`config.mk`:
```
export PLATFORM = sky130hd
export DESIGN_NAME = icsr_ctrl
export DESIGN_NICKNAME = d
export VERILOG_FILES = /design/src/rtl/icsr_pkg.sv /design/src/rtl/icsr_read_pack.sv /design/src/rtl/icsr_write_decode.sv /design/src/rtl/icsr_strobe_reg.sv /design/src/rtl/icsr_ctrl.sv
export SDC_FILE = /design/constraint.sdc
export NUM_CORES = 1
export LEC_CHECK = 0
export ABC_AREA = 1
export BUFFER_PORTS_ARGS = -buffer_cell sky130_fd_sc_hd__buf_2
export CORE_AREA = 2 2 61 63
export CTS_BUF_LIST = sky130_fd_sc_hd__clkbuf_8
export CTS_CLUSTER_DIAMETER = 150
export DETAILED_ROUTE_END_ITERATION = 6
export DIE_AREA = 0 0 63 65
export GPL_TIMING_DRIVEN = 0
export PLACE_DENSITY_LB_ADDON = 0.1
export SLEW_MARGIN = 0
export SYNTH_ARGS = -nofsm -noshare
export SYNTH_HDL_FRONTEND = slang
export SYNTH_SLANG_ARGS = --single-unit
```
`constraint.sdc`:
```
create_clock -name clk -period 1.1 [get_ports clk]
set_clock_uncertainty 0.05 [all_clocks]
set_input_delay 0.22 -clock clk [delete_from_list [all_inputs] [get_ports clk]]
set_output_delay 0.22 -clock clk [all_outputs]
set_load 0.05 [all_outputs]
```
`src/rtl/icsr_pkg.sv`:
```
package icsr_pkg;
  localparam int VEC_W      = 9;
  localparam int ACT_LSB    = 0;
  localparam int RETB_BIT   = 11;
  localparam int PEND_LSB   = 12;
  localparam int EXTP_BIT   = 22;
  localparam int TICK_BIT   = 26;
  localparam int TICK_CLR   = 25;
  localparam int DSR_BIT    = 28;
  localparam int DSR_CLR    = 27;
  localparam int NMI_BIT    = 31;
  localparam int N_SET      = 3;
  localparam int N_CLR      = 2;

  typedef enum logic [1:0] {
    SRC_TICK = 2'd0,
    SRC_DSR  = 2'd1,
    SRC_NMI  = 2'd2
  } sys_src_e;

  // Vector field: shows the number only when the qualifier is set.
  function automatic logic [VEC_W-1:0] qual_vec(input logic vld, input logic [VEC_W-1:0] v);
    return vld ? v : '0;
  endfunction

  // Set beats clear when both command bits are present.
  function automatic logic clr_only(input logic set_b, input logic clr_b);
    return clr_b & ~set_b;
  endfunction
endpackage

```
`src/rtl/icsr_read_pack.sv`:
```
module icsr_read_pack
  import icsr_pkg::*;
#(
  parameter int NUM_EXT = 64
) (
  input  logic               act_valid,
  input  logic [VEC_W-1:0]   act_vec,
  input  logic               act_ret_base,
  input  logic               pend_valid,
  input  logic [VEC_W-1:0]   pend_vec,
  input  logic [NUM_EXT-1:0] ext_pend,
  input  logic [N_SET-1:0]   sys_pend,
  output logic [31:0]        word
);
  logic ext_any;
  assign ext_any = |ext_pend;

  always_comb begin
    word = '0;
    word[ACT_LSB +: VEC_W]  = qual_vec(act_valid, act_vec);
    word[RETB_BIT]          = ~act_valid | act_ret_base;
    word[PEND_LSB +: VEC_W] = qual_vec(pend_valid, pend_vec);
    word[EXTP_BIT]          = ext_any;
    word[TICK_BIT]          = sys_pend[SRC_TICK];
    word[DSR_BIT]           = sys_pend[SRC_DSR];
    word[NMI_BIT]           = sys_pend[SRC_NMI];
  end
endmodule

```
`src/rtl/icsr_write_decode.sv`:
```
module icsr_write_decode
  import icsr_pkg::*;
(
  input  logic             wr_en,
  input  logic [31:0]      wr_data,
  output logic [N_SET-1:0] set_req,
  output logic [N_CLR-1:0] clr_req
);
  logic unused_wr_bits;
  assign unused_wr_bits = ^{wr_data[30:29], wr_data[24:0]};

  always_comb begin
    set_req = '0;
    clr_req = '0;
    if (wr_en) begin
      set_req[SRC_TICK] = wr_data[TICK_BIT];
      set_req[SRC_DSR]  = wr_data[DSR_BIT];
      set_req[SRC_NMI]  = wr_data[NMI_BIT];
      clr_req[SRC_TICK] = clr_only(wr_data[TICK_BIT], wr_data[TICK_CLR]);
      clr_req[SRC_DSR]  = clr_only(wr_data[DSR_BIT],  wr_data[DSR_CLR]);
    end
  end
endmodule

```
`src/rtl/icsr_strobe_reg.sv`:
```
module icsr_strobe_reg #(
  parameter int WIDTH = 1
) (
  input  logic             clk,
  input  logic             rst_n,
  input  logic [WIDTH-1:0] d,
  output logic [WIDTH-1:0] q
);
  for (genvar i = 0; i < WIDTH; i++) begin : g_bit
    always_ff @(posedge clk or negedge rst_n) begin
      if (!rst_n) q[i] <= 1'b0;
      else        q[i] <= d[i];
    end
  end
endmodule

```
`src/rtl/icsr_ctrl.sv`:
```
module icsr_ctrl
  import icsr_pkg::*;
#(
  parameter int NUM_EXT = 64
) (
  input  logic               clk,
  input  logic               rst_n,
  input  logic               wr_en,
  input  logic [31:0]        wr_data,
  input  logic               act_valid,
  input  logic [VEC_W-1:0]   act_vec,
  input  logic               act_ret_base,
  input  logic               pend_valid,
  input  logic [VEC_W-1:0]   pend_vec,
  input  logic [NUM_EXT-1:0] ext_pend,
  input  logic [N_SET-1:0]   sys_pend,
  output logic [31:0]        rd_data,
  output logic [N_SET-1:0]   set_pend,
  output logic [N_CLR-1:0]   clr_pend
);
  logic [N_SET-1:0] set_req;
  logic [N_CLR-1:0] clr_req;

  icsr_read_pack #(.NUM_EXT(NUM_EXT)) u_read (
    .act_valid    (act_valid),
    .act_vec      (act_vec),
    .act_ret_base (act_ret_base),
    .pend_valid   (pend_valid),
    .pend_vec     (pend_vec),
    .ext_pend     (ext_pend),
    .sys_pend     (sys_pend),
    .word         (rd_data)
  );

  icsr_write_decode u_dec (
    .wr_en   (wr_en),
    .wr_data (wr_data),
    .set_req (set_req),
    .clr_req (clr_req)
  );

  icsr_strobe_reg #(.WIDTH(N_SET + N_CLR)) u_stb (
    .clk   (clk),
    .rst_n (rst_n),
    .d     ({clr_req, set_req}),
    .q     ({clr_pend, set_pend})
  );
endmodule

```
==> results of run 1 <==
[cell usage in the layout (no fill, tap or decap)]
cell,n
clkbuf_4,1
buf_8,1
dlygate4sd3_1,1
buf_2,110
clkbuf_8,3
nand2_1,45
nor2_1,35
dfrtp_1,5
buf_4,12
buf_6,8
inv_1,23
conb_1,9
nor2_2,9
[synthesized netlist by cell type]
cell type / number / area share, %
nand2_1: 45 / 26
nor2_1: 44 / 25
inv_1: 22 / 13
buf_4: 13 / 15
dfrtp_1: 5 / 19
buf_2: 2 / 1.5
conb_1: 1 / 0.57
[what timing repair did]
| item | CTS | global route |
|---|---|---|
| gates resized for setup | 9 | 12 |
| hold buffers | 1 | 0 |
| hold endpoints to repair | 5 | 0 |
| gates cloned | 0 | 0 |
| endpoints found under the setup margin | 1 | 2 |
| pin swaps | 13 | 15 |
[layout make-up]
| class | instances | area (um^2) | area share (%) |
|---|---|---|---|
| timing repair buffer | 119 | 663 | 45.2 |
| clock inverter | 1 | 3.75 | 0.256 |
| buffer | 14 | 100 | 6.83 |
| inverter | 22 | 82.6 | 5.63 |
| tap | 48 | 60.1 | 4.10 |
| sequential | 5 | 125 | 8.53 |
| clock buffer | 3 | 41.3 | 2.82 |
| multi-input combinational | 98 | 390 | 26.6 |
[metrics by stage]
stage	worst slack [ns]	instance area [um^2]
CTS	-0.181	1430
finish	-0.178	1470
global route	-0.263	1470
detailed placement	-0.349	1330
floorplan	0.0252	683
global placement	-0.329	1330
[power by group through the flow]
| stage | registers [mW] | clock network [mW] | logic [mW] |
|---|---|---|---|
| final | 0.195 | 0.331 | 0.602 |
| after global routing | 0.196 | 0.360 | 0.644 |
| after CTS | 0.195 | 0.332 | 0.585 |
| after detailed placement | 0.197 | 0 | 0.569 |
| after global placement | 0.197 | 0 | 0.569 |
| after floorplan | 0.229 | 0 | 0.329 |
[layer usage]
layer / vias up / share of wire [%] / routed length (um) / track usage (%)
li1: 608 / - / - / -
met1: 408 / 35 / 809 / 9.46
met2: 82 / 50 / 1170 / 18.2
met3: 2 / 15 / 348 / 3.47
met4: 0 / 0.17 / 4 / 3.89
met5: - / 0 / 0 / 0
[cells by family (layout without fill, tap and decap cells)]
family | count (synthesis) | in the layout
buffers and inverters | 37 | 159
other | 1 | 9
flip-flops | 5 | 5
AND/OR/NAND/NOR | 89 | 89
[worst max-delay path: stages]
cell,delay (ns)
buf_6,0.09
nor2_2,0.09
nand2_1,0.06
nor2_1,0.12
nand2_1,0.07
nor2_1,0.11
nand2_1,0.09
buf_8,0.15
[worst max-delay path by stage]
stage / startpoint / slack (ns) / endpoint / cells past startpoint
4_1_cts: ext_pend[24] / -0.18 / rd_data[22] / 8
2_1_floorplan: ext_pend[63] / 0.03 / rd_data[22] / 7
6_report: ext_pend[22] / -0.18 / rd_data[22] / 8
3_5_place_dp: ext_pend[31] / -0.35 / rd_data[22] / 9
3_3_place_gp: ext_pend[31] / -0.33 / rd_data[22] / 9
5_1_grt: ext_pend[20] / -0.26 / rd_data[22] / 8
==> impl_metrics.ini, run 1 <==
[layout]
largest-register = u_stb.q
layout.nets = 386
syn_to_final_growth_pct = 125
reg_top3 = u_stb.q: 5 flops
largest_reg_flops = 5
drive_above_1_share_pct = 55.0
fillers = 394
stdcell_count = 310
num_antenna_cells = 0
final_util_pct = 41.9

[grt]
grt_pass1_wl_um = 3220
grt-ovfl-total = 0
grt_max_degree = 11
antenna_found_initial = 0
grt_pass1_vias = 920
track_usage_pct = 9.63

[routing]
vias = 1100
ant_nets = 0
drc = 0
drt-pass1-iter-count = 3
via_per_inst = 3.55
routed_wl_um = 2330
wl_per_cell_um = 7.51
first_iter_violations = 23

[place]
place_inst = 306
io_buffers = 118
dpl.hpwl_um = 1940
gp_congestion = 0.697

[worst_hold_path]
hold_depth = 2
whs_endpoint = u_stb.q[3]
hp-class = in2reg
min_from = wr_data[26]

[synthesis]
yosys.cell_types.count = 7
yosys_register_bits = 5
synth_xor_area_share_pct = 0
syn_area_per_cell_um2 = 4.95
yosys_warnings = 0
syn_area_um2 = 653
synthAdderAreaFrac_pct = 0
yosysSeqAreaShare_pct = 19.2
syn_inst = 132
synth_top_family_by_area = simple AND/OR/NAND/NOR gates
synthMuxAreaShare_pct = 0
synth_compound_area_share_pct = 0
yosys.area_share.simple_pct = 51.1

[timing]
finalHoldViolations = 0
fmax_ghz = 0.783
rsz0062_at_grt = true
post-route-period-util_pct = 116
fin_hold_ws_ns = 0.116
setup_tns_ns = -0.178
drv_slew = 0
finalSetupViolCount = 1
period_needed_ns = 1.28
finalWorstSetupSlack_ns = -0.178

[power]
power_density_nw_per_um2 = 769
pwr-share-seq_pct = 17.3
comb_power_share_pct = 53.3
p_leak_nw = 1.01
power_frac_clock_pct = 29.4
total_power_mw = 1.13
sw_frac_of_total_pct = 41.2
p_int_uw = 664
ir_drop_v = 0.000290
p_switching_uw = 465

[critical_path]
worstPathArrival_ns = 1.01
startpoint_type = input pin
cp_data_required_time_ns = 0.83
worstSetupPathType = in2out
crit_path_end_kind = output pin
crit_fanout = 1

[outcome]
violations = setup timing
outcome = finished with violations

[clock_network]
clock_path_buffers = 2
cts-htree-levels = 1
cts_setup_buffers = 0
cts_buffers = 3
clkSlewWorstSetupHoldPaths_ns = 0.03
cts_root_buffer = clkbuf_8
cts_tree = built
cts_sinks = 5

[die]
die_area_um2 = 4100
io_pins = 160
start_util_pct = 18.7
std_cell_rows = 22
die_x_um = 63
die_height_um = 65
fp.coreArea_um2 = 3500

[flow_run]
drv_cap = 0
Power figures use the tool's default switching activity.
==> run 2: changes to the inputs <==
--- a/config.mk
+++ b/config.mk
@@ -13,7 +13,9 @@
 export DETAILED_ROUTE_END_ITERATION = 6
 export DIE_AREA = 0 0 63 65
 export GPL_TIMING_DRIVEN = 0
+export HOLD_SLACK_MARGIN = 0.12
 export PLACE_DENSITY_LB_ADDON = 0.1
+export SKIP_LAST_GASP = 1
 export SLEW_MARGIN = 0
 export SYNTH_ARGS = -nofsm -noshare
 export SYNTH_HDL_FRONTEND = slang
==> impl_metrics.ini, run 2 (synthesis gave the netlist of run 1 again) <==
[clock_network]
cts_tree = built
cts-htree-levels = 1
cts_buffers = 3
cts_root_buffer = clkbuf_8
cts_sinks = 5
clkSlewWorstSetupHoldPaths_ns = 0.03
clock_path_buffers = 2
cts_setup_buffers = 0

[power]
p_leak_nw = 1.01
power_density_nw_per_um2 = 757
ir_drop_v = 0.000288
total_power_mw = 1.12

[routing]
ant_nets = 0
drt-pass1-iter-count = 3
vias = 1103
wl_per_cell_um = 7.26
drc = 0
routed_wl_um = 2270
first_iter_violations = 29
via_per_inst = 3.54

[timing]
post-route-period-util_pct = 115
finalSetupViolCount = 1
drv_slew = 0
finalWorstSetupSlack_ns = -0.166
rsz0062_at_grt = true
fmax_ghz = 0.790
period_needed_ns = 1.27
finalHoldViolations = 0

[critical_path]
cp_num_cells = 8
worstPathArrival_ns = 1.00
cp_cell_sequence = buf_2 > nor2_1 > nand2_1 > nor2_1 > nand2_1 > nor2_1 > nand2_1 > buf_8
cpMaxStageDelayCell = buf_8
crit_path_end_kind = output pin
cp_slowest_stage_delay_ns = 0.15
cp_top_family = simple AND/OR/NAND/NOR gates
crit_buf_inv = 2
setup.worst_path.start = ext_pend[17]
cp_data_required_time_ns = 0.83
startpoint_type = input pin
crit_fanout = 1
worstSetupPathType = in2out

[die]
die_area_um2 = 4100
die_height_um = 65
die_x_um = 63
fp.coreArea_um2 = 3500
io_pins = 160
std_cell_rows = 22
start_util_pct = 18.7

[outcome]
violations = setup timing
outcome = finished with violations

[grt]
grt_max_degree = 11
grt_pass1_wl_um = 3240
antenna_found_initial = 0
grt-ovfl-total = 0
track_usage_pct = 9.70
grt_pass1_vias = 920

[layout]
syn_to_final_growth_pct = 127
reg_top3 = u_stb.q: 5 flops
num_antenna_cells = 0
largest-register = u_stb.q
stdcell_count = 312
layout.nets = 388
largest_reg_flops = 5
layout_common_cells = buf_2, nand2_1, nor2_1
drive_above_1_share_pct = 54.5
layout_commonest_cell = buf_2

[place]
dpl.hpwl_um = 1940
gp_congestion = 0.697
io_buffers = 118
place_inst = 306

[worst_hold_path]
hp-class = in2reg
min_from = wr_data[31]
hold_depth = 3

[flow_run]
drv_cap = 0
-- run 2: layout make-up --
cell class / instances / area (um^2)
plain buffers: 14 / 100
clock buffers: 3 / 41.3
repair buffers: 121 / 677
well taps: 48 / 60.1
inverters: 22 / 82.6
clock inverters: 1 / 3.75
fillers: 392 / 2020
multi-input cells: 98 / 390
flip-flops and latches: 5 / 125
-- run 2: tightest hold or removal path, cell delays in order --
cell,delay [ns]
buf_2,0.07
nand2_1,0.04
inv_1,0.04
-- run 2: what timing repair did --
action	in CTS	in global routing
hold buffers	3	0
pin swaps	13	15
endpoints found under the hold margin	7	0
setup endpoints to repair	1	2
gates cloned	0	0
gates resized for setup	9	11
-- run 2: layer usage --
metal | share of wire, % | track usage, % | vias up | wire (um)
met2 | 50 | 18.5 | 82 | 1130
met3 | 15 | 3.30 | 2 | 350
li1 | - | - | 612 | -
met1 | 35 | 9.57 | 407 | 784
met4 | 0.18 | 3.89 | 0 | 4
met5 | 0 | 0 | - | 0
-- run 2: path summary, 6_finish.rpt --
| path | endpoint | slack, ns |
|---|---|---|
| min in group asynchronous | u_stb.q[3] | 0.30 |
| hold / removal | u_stb.q[2] | 0.14 |
| setup / recovery | rd_data[22] | -0.17 |
| max in group asynchronous | u_stb.q[2] | 0.58 |
-- run 2: power by group --
group | switching (mW) | total [mW] | leakage, nW | internal (mW)
combinational | 0.370 | 0.604 | 0.920 | 0.233
sequential | 0.00161 | 0.195 | 0.0656 | 0.193
clock | 0.0827 | 0.321 | 0.0269 | 0.239
total | 0.455 | 1.12 | 1.01 | 0.665
-- run 2: metrics by stage --
step | util, % | TNS [ns] | cell area (um^2) | hold WS (ns) | setup slack (ns)
2_1_floorplan | - | 0 | 683 | -0.126 | 0.0252
3_3_place_gp | 38.2 | -0.329 | 1330 | -0.0122 | -0.329
3_5_place_dp | 38.2 | -0.349 | 1330 | -0.0151 | -0.349
4_1_cts | 41.3 | -0.181 | 1450 | 0.136 | -0.181
5_1_grt | 42.3 | -0.271 | 1480 | 0.154 | -0.271
6_report | 42.3 | -0.166 | 1480 | 0.141 | -0.166
==> run 3: changes to the inputs <==
--- a/config.mk
+++ b/config.mk
@@ -5,13 +5,12 @@
 export SDC_FILE = /design/constraint.sdc
 export NUM_CORES = 1
 export LEC_CHECK = 0
-export ABC_AREA = 1
 export BUFFER_PORTS_ARGS = -buffer_cell sky130_fd_sc_hd__buf_2
-export CORE_AREA = 2 2 61 63
+export CORE_AREA = 2 2 62 64
 export CTS_BUF_LIST = sky130_fd_sc_hd__clkbuf_8
 export CTS_CLUSTER_DIAMETER = 150
 export DETAILED_ROUTE_END_ITERATION = 6
-export DIE_AREA = 0 0 63 65
+export DIE_AREA = 0 0 64 66
 export GPL_TIMING_DRIVEN = 0
 export HOLD_SLACK_MARGIN = 0.12
 export PLACE_DENSITY_LB_ADDON = 0.1
==> impl_metrics.ini, run 3 <==
[timing]
finalWorstSetupSlack_ns = -0.594
rsz0062_at_grt = true
fmax_ghz = 0.590
period_needed_ns = 1.69
post-route-period-util_pct = 154
drv_slew = 0
fin_hold_ws_ns = 0.162
finalSetupViolCount = 1
finalHoldViolations = 0
setup_tns_ns = -0.594

[synthesis]
synthAdderAreaFrac_pct = 0
synthMostInstantiatedCell = and2_1
syn_area_per_cell_um2 = 7.99
synthFlopType = dfrtp_1
yosys_register_bits = 5
synthTopCellsByCount = and2_1, nor4_1, buf_4, dfrtp_1, nand4_1
yosys.area.top_type_share_pct = 25.3
yosys.area_share.simple_pct = 56.4
synth_area_leader_cell = and2_1
synth_edf_count = 0
synthArstFlopShare_pct = 100
syn_area_um2 = 519
synth_xor_area_share_pct = 0
synthTopCellsByArea = and2_1, dfrtp_1, buf_4, nor4_1, nand4_1
synthMuxAreaShare_pct = 0
yosys_warnings = 0
yosys.cell_types.count = 12
synth_compound_area_share_pct = 0
yosysSeqAreaShare_pct = 24.1
synth_top_family_by_area = simple AND/OR/NAND/NOR gates
syn_inst = 65

[critical_path]
cp_cell_sequence = buf_6 > nor4_2 > nand4_1 > or4_4 > buf_8
worstPathArrival_ns = 1.42
setup.worst_path.start = ext_pend[57]
startpoint_type = input pin
cp_data_required_time_ns = 0.83
crit_fanout = 1
crit_buf_inv = 2
worstSetupPathType = in2out
cp_slowest_stage_delay_ns = 0.55
cpMaxStageDelayCell = or4_4
crit_path_end_kind = output pin
cp_top_family = simple AND/OR/NAND/NOR gates

[layout]
layout_commonest_cell = buf_2
reg_top3 = u_stb.q: 5 flops
final_util_pct = 40.5
layout.nets = 322
layout_common_cells = buf_2, and2_1, buf_4
largest-register = u_stb.q
drive_above_1_share_pct = 75.3
largest_reg_flops = 5
fin_area_um2 = 1440
num_antenna_cells = 0
syn_to_final_growth_pct = 177

[routing]
wl_per_cell_um = 9.75
drt-pass1-iter-count = 2
drc = 0
first_iter_violations = 15
ant_nets = 0
vias = 962
via_per_inst = 3.91
routed_wl_um = 2400

[grt]
grt_use_met1_pct = 8.92
grt-ovfl-total = 0
busiest_layer = met2
use_met3_pct = 2.56
antenna_found_initial = 0
grt_max_degree = 11
track_usage_pct = 9.06
grt_pass1_vias = 827
grt_pass1_wl_um = 3080
grtUsageMet2_pct = 17.8

[clock_network]
clock_path_buffers = 2
cts_tree = built
cts_buffers = 3
cts_setup_buffers = 0
cts-htree-levels = 1
cts_root_buffer = clkbuf_8
clkSlewWorstSetupHoldPaths_ns = 0.03
cts_sinks = 5

[place]
io_buffers = 120
dpl.hpwl_um = 2140
gp_congestion = 0.720
dpl_cell_area_um2 = 1250
place_ws_ns = -0.790

[power]
power_frac_clock_pct = 28.7
p_leak_nw = 0.797
p_switching_uw = 451
sw_frac_of_total_pct = 40.3
p_int_uw = 668
power_density_nw_per_um2 = 777
comb_power_share_pct = 53.9
ir_drop_v = 0.000373
pwr-share-seq_pct = 17.4

[flow_run]
drv_cap = 0

[die]
std_cell_rows = 22
die_x_um = 64
die_height_um = 66
fp.coreArea_um2 = 3550
io_pins = 160
start_util_pct = 14.6
die_area_um2 = 4220

[outcome]
violations = setup timing
outcome = finished with violations

[worst_hold_path]
min_from = wr_data[27]
hp-class = in2reg
==> run 3: cell types whose count changed in the layout (fill, tap and decap cells not counted), sizes merged, moves of 4 or more <==
cell   previous run  this run
and2              0        21
nor2             44         1
inv              23         1
nand2            45         1
nand4             0         4
nor4              0        16
==> run 3: final cells by class <==
type,instances,area [um^2]
Buffer,12,90.1
Multi-Input combinational cell,55,440
Clock buffer,3,41.3
Fill cell,362,2110
Sequential cell,5,125
Timing Repair Buffer,122,678
Tap cell,48,60.1
Clock inverter,1,3.75
==> run 3: repair_timing <==
item	CTS	global route
setup endpoints to repair	1	1
gates cloned	0	0
hold endpoints to repair	6	0
pin swaps	5	7
resized for setup	13	10
hold buffers	2	0
==> run 3: power by group through the flow <==
stage / logic (mW) / clock network [mW] / registers, mW
6_report: 0.603 / 0.321 / 0.195
5_1_grt: 0.637 / 0.340 / 0.196
3_3_place_gp: 0.553 / 0 / 0.197
3_5_place_dp: 0.556 / 0 / 0.197
2_1_floorplan: 0.299 / 0 / 0.229
4_1_cts: 0.586 / 0.329 / 0.195
==> run 3: cells by family after synthesis <==
family / count (synthesis)
AND/OR/NAND/NOR: 46
other: 1
buffers and inverters: 13
flip-flops: 5
==> run 3: through the flow <==
stage | std cells | power [mW]
finish | 246 | 1.12
floorplan | 73 | 0.528
global placement | 241 | 0.750
CTS | 246 | 1.11
detailed placement | 241 | 0.754
global route | 246 | 1.17
==> run 3: path summary, 6_finish.rpt <==
kind                       cells after the start  slack [ns]           to
max                                            5       -0.59  rd_data[22]
max in group asynchronous                      2        0.57   u_stb.q[1]
min in group asynchronous                      2        0.30   u_stb.q[3]
min                                            3        0.16   u_stb.q[4]
==> run 3: layer usage <==
layer	vias to the layer above	wire (um)
li1	481	-
met1	397	780
met2	84	1270
met3	0	345
met4	0	0
met5	-	0
